$ cat src/rtl/i2c_seq_pkg.sv
package i2c_seq_pkg;

  typedef enum logic [1:0] {
    OP_START = 2'b00,
    OP_STOP  = 2'b01,
    OP_WRITE = 2'b10,
    OP_READ  = 2'b11
  } opKind_e;

  typedef enum logic [1:0] {
    S_IDLE  = 2'b00,
    S_ISSUE = 2'b01,
    S_WAIT  = 2'b10
  } seqState_e;

  typedef struct packed {
    logic load;
    logic advance;
  } seqStrobe_t;

  localparam int COND_STEPS = 4;
  localparam int BIT_STEPS  = 3;

endpackage

$ cat src/rtl/i2c_seq_ctrl.sv
module i2c_seq_ctrl
  import i2c_seq_pkg::*;
(
  input  logic       clk,
  input  logic       rstN,
  input  logic       opValid,
  input  logic       stepDone,
  input  logic       lastStep,
  output seqStrobe_t strobe,
  output logic       busy,
  output logic       done,
  output logic       stepReq
);

  seqState_e state, stateNext;
  logic doneQ;

  always_comb begin
    strobe.load    = (state == S_IDLE) && opValid;
    strobe.advance = (state == S_WAIT) && stepDone;
  end

  always_comb begin
    stateNext = state;
    case (state)
      S_IDLE:  if (opValid) stateNext = S_ISSUE;
      S_ISSUE: stateNext = S_WAIT;
      S_WAIT:  if (stepDone) stateNext = lastStep ? S_IDLE : S_ISSUE;
      default: stateNext = S_IDLE;
    endcase
  end

  always_ff @(posedge clk or negedge rstN) begin
    if (!rstN) begin
      state <= S_IDLE;
      doneQ <= 1'b0;
    end else begin
      state <= stateNext;
      doneQ <= strobe.advance && lastStep;
    end
  end

  assign busy    = (state != S_IDLE);
  assign done    = doneQ;
  assign stepReq = (state == S_ISSUE);

  // a request lasts one cycle only
  p_req_pulse_r8: assert property (@(posedge clk) disable iff (!rstN)
    stepReq |=> !stepReq);

  // completion pulse comes with busy already low, and lasts one cycle
  p_done_idle_r9: assert property (@(posedge clk) disable iff (!rstN)
    done |-> !busy);
  p_done_pulse_r9: assert property (@(posedge clk) disable iff (!rstN)
    done |=> !done);

  // an accepted operation makes the block busy and issues its first step
  p_accept_r9: assert property (@(posedge clk) disable iff (!rstN)
    (!busy && opValid) |=> (busy && stepReq));

endmodule

$ cat src/rtl/i2c_seq_dp.sv
module i2c_seq_dp
  import i2c_seq_pkg::*;
#(
  parameter int DATA_W = 8
) (
  input  logic              clk,
  input  logic              rstN,
  input  seqStrobe_t        strobe,
  input  logic [1:0]        opCode,
  input  logic [DATA_W-1:0] txByte,
  input  logic              ackOut,
  input  logic              sdaIn,
  output logic              stepSda,
  output logic              stepScl,
  output logic              stepSample,
  output logic              lastStep,
  output logic [DATA_W-1:0] rxByte,
  output logic              ackStat
);

  localparam int CNT_W = $clog2(DATA_W + 2);
  localparam logic [CNT_W-1:0] LAST_BIT = CNT_W'(DATA_W);
  localparam logic [1:0] COND_LAST = 2'(COND_STEPS - 1);
  localparam logic [1:0] BIT_LAST  = 2'(BIT_STEPS - 1);

  logic [1:0]        opReg;
  logic              ackSendQ;
  logic [DATA_W-1:0] shiftQ;
  logic [DATA_W-1:0] rxQ;
  logic              ackQ;
  logic [CNT_W-1:0]  bitCnt;
  logic [1:0]        phase;

  logic isCond, dataSlot, sdaLvl, sclLvl;
  logic [1:0] condLvl;

  // {SDA, SCL} for each step of a bus condition
  function automatic logic [1:0] condLevels(input logic [1:0] op, input logic [1:0] ph);
    logic [1:0] lv;
    if (op == OP_START) begin
      case (ph)
        2'd0:    lv = 2'b10;
        2'd1:    lv = 2'b11;
        2'd2:    lv = 2'b01;
        default: lv = 2'b00;
      endcase
    end else begin
      case (ph)
        2'd0:    lv = 2'b10;
        2'd1:    lv = 2'b00;
        2'd2:    lv = 2'b01;
        default: lv = 2'b11;
      endcase
    end
    return lv;
  endfunction

  always_comb begin
    isCond   = ~opReg[1];
    dataSlot = (bitCnt < LAST_BIT);
    condLvl  = condLevels(opReg, phase);
    sclLvl   = (phase == 2'd1);
    if (opReg == OP_WRITE) sdaLvl = dataSlot ? shiftQ[DATA_W-1] : 1'b1;
    else                   sdaLvl = dataSlot ? 1'b1 : ackSendQ;
    if (isCond) begin
      stepSda    = condLvl[1];
      stepScl    = condLvl[0];
      stepSample = 1'b0;
      lastStep   = (phase == COND_LAST);
    end else begin
      stepSda    = sdaLvl;
      stepScl    = sclLvl;
      stepSample = sclLvl && ((opReg == OP_WRITE) ? !dataSlot : dataSlot);
      lastStep   = (phase == BIT_LAST) && (bitCnt == LAST_BIT);
    end
  end

  always_ff @(posedge clk or negedge rstN) begin
    if (!rstN) begin
      opReg    <= OP_STOP;
      ackSendQ <= 1'b1;
      shiftQ   <= '0;
      rxQ      <= '0;
      ackQ     <= 1'b1;
      bitCnt   <= '0;
      phase    <= COND_LAST;
    end else if (strobe.load) begin
      opReg    <= opCode;
      ackSendQ <= ackOut;
      shiftQ   <= txByte;
      bitCnt   <= '0;
      phase    <= '0;
    end else if (strobe.advance) begin
      if (isCond) begin
        phase <= phase + 2'd1;
      end else begin
        if (stepSample) begin
          if (dataSlot) shiftQ <= {shiftQ[DATA_W-2:0], sdaIn};
          else          ackQ   <= sdaIn;
        end
        if (phase == BIT_LAST) begin
          phase  <= '0;
          bitCnt <= bitCnt + CNT_W'(1);
          if (opReg == OP_WRITE && dataSlot) shiftQ <= {shiftQ[DATA_W-2:0], 1'b1};
        end else begin
          phase <= phase + 2'd1;
        end
        if (lastStep && opReg == OP_READ) rxQ <= shiftQ;
      end
    end
  end

  assign rxByte  = rxQ;
  assign ackStat = ackQ;

  // step fields hold while no step is loaded or completed
  p_hold_fields_r8: assert property (@(posedge clk) disable iff (!rstN)
    (!strobe.load && !strobe.advance) |=> $stable({stepSda, stepScl, stepSample, lastStep}));

  // sampling only while SCL is released
  p_sample_high_r10: assert property (@(posedge clk) disable iff (!rstN)
    stepSample |-> stepScl);

  // results move only when a step completes
  p_results_hold_r5: assert property (@(posedge clk) disable iff (!rstN)
    !strobe.advance |=> $stable({rxByte, ackStat}));

  // the bit counter never passes the acknowledge slot
  p_cnt_bound_r4: assert property (@(posedge clk) disable iff (!rstN)
    !isCond |-> (bitCnt <= LAST_BIT + CNT_W'(1)));

endmodule

$ cat src/rtl/i2c_byte_seq.sv
module i2c_byte_seq
  import i2c_seq_pkg::*;
#(
  parameter int DATA_W = 8
) (
  input  logic              clk,
  input  logic              rstN,
  input  logic              opValid,
  input  logic [1:0]        opCode,
  input  logic [DATA_W-1:0] txByte,
  input  logic              ackOut,
  output logic              busy,
  output logic              done,
  output logic [DATA_W-1:0] rxByte,
  output logic              ackStat,
  output logic              stepReq,
  output logic              stepSda,
  output logic              stepScl,
  output logic              stepSample,
  input  logic              stepDone,
  input  logic              sdaIn
);

  seqStrobe_t strobe;
  logic lastStep;

  i2c_seq_ctrl u_ctrl (
    .clk      (clk),
    .rstN     (rstN),
    .opValid  (opValid),
    .stepDone (stepDone),
    .lastStep (lastStep),
    .strobe   (strobe),
    .busy     (busy),
    .done     (done),
    .stepReq  (stepReq)
  );

  i2c_seq_dp #(.DATA_W(DATA_W)) u_dp (
    .clk        (clk),
    .rstN       (rstN),
    .strobe     (strobe),
    .opCode     (opCode),
    .txByte     (txByte),
    .ackOut     (ackOut),
    .sdaIn      (sdaIn),
    .stepSda    (stepSda),
    .stepScl    (stepScl),
    .stepSample (stepSample),
    .lastStep   (lastStep),
    .rxByte     (rxByte),
    .ackStat    (ackStat)
  );

endmodule

$ cat config.mk
export PLATFORM = sky130hd
export DESIGN_NAME = i2c_byte_seq
export DESIGN_NICKNAME = d
export VERILOG_FILES = /design/src/rtl/i2c_seq_pkg.sv /design/src/rtl/i2c_seq_ctrl.sv /design/src/rtl/i2c_seq_dp.sv /design/src/rtl/i2c_byte_seq.sv
export SDC_FILE = /design/constraint.sdc
export NUM_CORES = 1
export LEC_CHECK = 0
export BUFFER_PORTS_ARGS = -buffer_cell sky130_fd_sc_hd__buf_4
export CAP_MARGIN = 20
export CELL_PAD_IN_SITES_DETAIL_PLACEMENT = 0
export CELL_PAD_IN_SITES_GLOBAL_PLACEMENT = 1
export CORE_MARGIN = 2
export CORE_UTILIZATION = 45
export DETAILED_ROUTE_END_ITERATION = 8
export HOLD_SLACK_MARGIN = 0.02
export PLACE_DENSITY = 0.87
export SLEW_MARGIN = 15
export SYNTH_ARGS = -nofsm -noshare
export SYNTH_HDL_FRONTEND = slang
export SYNTH_HIERARCHICAL = 1
export SYNTH_SLANG_ARGS = --single-unit
$ cat constraint.sdc
create_clock -name clk -period 2.82 [get_ports clk]
set_clock_uncertainty 0.1 [all_clocks]
set_input_delay 0.282 -clock clk [delete_from_list [all_inputs] [get_ports clk]]
set_output_delay 0.282 -clock clk [all_outputs]
set_load 0.05 [all_outputs]
==> summary.txt <==
Floorplan
  • Core area: 3280 µm²
  • Die area: 3850 µm²
  • Row cnt: 21
  • Die W: 62.0 µm
  • # IOs: 31
  • Initial core utilization: 0.461
  • Die Span Y: 62.0 µm

Setup path
  • Max stage delay cell, worst path: dfstp_2
  • Crit end category: output port
  • Worst Setup Start Kind: flop
  • CP required: 2.44 ns
  • Crit Path Max Fanout: 8
  • Crit-path leading delay family: flip-flops
  • Crit path buf inv count: 2
  • Critical path type: flop to output port
  • CP max stage delay: 0.58 ns
  • Critical path arrival: 1.95 ns
  • Cell Chain, Critical Path: inv_1 > ha_1 > nand2b_1 > o22ai_1 > o21ai_0 > buf_4

Finish
  • Most common cell after layout, fill and taps aside: buf_4
  • Area Growth Syn to Fin: 22.4%
  • Cell area after layout: 1850 µm²
  • Most frequent cells in the layout: 32 x buf_4, 24 x dfrtp_1, 11 x mux2_2
  • Nets: 192
  • # diodes: 0
  • Layout cells sized above 1: 0.367
  • Post-layout util: 0.565

Clock tree
  • CTS max path bufs: 2
  • H-tree depth: 2
  • Clock Latency Late Sink: 0.32 ns
  • Sink Count: 29
  • Clock transition at path regs: 0.10 ns
  • Root Buffer: clkbuf_4
  • Num CTS Buffers: 5
  • CTS tree: built
  • Post-CTS Setup Bufs: 0

Placed design
  • Placed inst area: 1790 µm²
  • DP Worst Slack: 0.604 ns
  • HPWL Detailed: 2.14 mm
  • GP Congestion: 0.781
  • IO buf count: 30

Run
  • Max Cap Viol: 0

Global route
  • Number of global-route vias before repair: 1,075
  • First-pass GRT wire length: 5.15 mm
  • Grt ovf: 0
  • Largest net degree at the start of global routing: 30
  • GRT Total Usage: 0.187
  • Initial antenna violation count: 0

Synth
  • Mapped Nets: 157
  • Post-synth EDFFs: 0
  • Synth async-reset ratio: 1.00
  • Share of the yosys chip area belonging to registers: 0.483
  • Synth cell types: 42
  • Netlist Area Pre-Place: 1520 µm²
  • Synth area leader: dfrtp_1
  • Mean area per synthesized cell: 11.4 µm²
  • Area share of the largest cell type after synthesis: 0.396
  • Yosys reg bits: 29
  • Primary FF master, synth: dfrtp_1
  • Synth warn: 6
  • Synth top area cells: dfrtp_1 40%, dfstp_2 8.7%, mux2_2 8.2%
  • Mapped Cells: 133

STA
  • RSZ-0062 raised after global routing: false
  • Fin worst setup slack: 0.485 ns
  • Slew Limit Fails: 0
  • Highest clock rate: 0.428 GHz
  • Worst-Margin Slew: 0.645 ns
  • Final hold violation count: 0
  • Final Cycle Share: 0.828
  • Clock period minus worst slack: 2.33 ns
  • Setup TNS: 0 ns
  • WHS: 0.0592 ns
  • Rel. slew slack: 0.570
  • Final setup violation count: 0

Min path
  • Worst min-delay path class: input pin to flop

Power
  • Pwr Density: 904 nW/µm²
  • Worst VDD drop: 0.543 mV
  • Static Leak: 0.885 nW

Run status
  • Status: finished clean

Routing
  • Wire per inst: 14.1 µm
  • Routed wire length: 3.03 mm
  • DRC: 0
  • Vias: 1,131
  • Initial DRT Pass Iterations: 4
  • Post-route ant nets: 0
  • DRT iter0 DRCs: 60
  • Vias per cell: 5.26
## worst reg2reg max path: cells and delay by family (launching register included)
kind	cells	cell delay [ns]
buf+inv	1	0.17
simple gates	2	0.35
flops	1	0.63
compound gates	2	0.67
fa+ha+maj	1	0.26
## kinds of logic after synthesis
| group | after synthesis | synth area share |
|---|---|---|
| buffers and inverters | 13 | 0.0355 |
| muxes | 13 | 0.0950 |
| adders and majority gates | 8 | 0.0661 |
| AOI/OAI and AO/OA | 24 | 0.129 |
| xor gates and xnor gates | 2 | 0.0116 |
| DFF | 29 | 0.483 |
| and+or+nand+nor | 44 | 0.180 |
## through the flow
stage          cells  power [mW]
6_report         215        1.68
2_1_floorplan    133        1.22
3_3_place_gp     206        1.41
4_1_cts          215        1.69
5_1_grt          215        1.80
3_5_place_dp     206        1.43
## cells in the mapped netlist, drive strengths merged, types with 2 or more instances
cell    number
dfrtp       24
or2          3
mux2i        2
inv          8
buf          4
nand3        2
nor2         8
nor3b        2
a221o        7
nand3b       3
ha           8
nand2        7
dfstp        5
mux2        11
o21ai        4
and2         8
a21oi        3
a211oi       3
nand2b       2
nor3         2
## path summary, 6_finish.rpt
path	start	end	slack [ns]	cells past startpoint
hold reg to reg	u_dp/rxByte[5]$_DFFE_PN0P_	u_dp/rxByte[5]$_DFFE_PN0P_	0.42	1
min in group asynchronous	rstN	u_dp/rxByte[2]$_DFFE_PN0P_	0.29	2
max in group asynchronous	rstN	u_dp/opReg[0]$_DFFE_PN1P_	2.01	2
setup / recovery	u_dp/phase[0]$_DFFE_PN1P_	stepScl	0.49	6
setup reg to reg	u_dp/opReg[1]$_DFFE_PN0P_	u_dp/shiftQ[5]$_DFFE_PN0P_	0.56	6
hold / removal	opCode[0]	u_dp/opReg[0]$_DFFE_PN1P_	0.06	3
## registers in the layout, summed over array words and instances (netlist names)
| name | flops |
|---|---|
| u_ctrl/state | 2 |
| u_dp/ackStat | 1 |
| u_dp/opReg | 2 |
| u_ctrl/done | 1 |
| u_dp/ackSendQ | 1 |
| u_dp/bitCnt | 4 |
| u_dp/shiftQ | 8 |
| u_dp/rxByte | 8 |
| u_dp/phase | 2 |
## report_power, final
part | leakage, nW | internal (mW) | switching, mW
clock network | 0.0310 | 0.0938 | 0.154
registers | 0.369 | 0.543 | 0.132
logic | 0.485 | 0.305 | 0.448
total | 0.885 | 0.942 | 0.734
## what timing repair did
action | 4_1_cts | 5_1_grt
hold buffers | 1 | 0
hold endpoints to repair | 24 | 0
resized for setup | 0 | 0
## routing by layer
layer,wire (µm),global-route usage,vias to the layer above
li1,-,-,552
met1,1430,0.269,533
met2,1370,0.268,44
met3,221,0.0642,2
met4,8,0.0517,0
met5,0,0,-
## layout make-up
class	instances	area, µm²
Sequential cell	29	732
Clock inverter	3	17.5
Clock buffer	5	37.5
Multi-Input combinational cell	91	729
Fill cell	298	1430
Timing Repair Buffer	33	250
Tap cell	46	57.6
Inverter	8	30.0
Power figures use the tool's default switching activity.
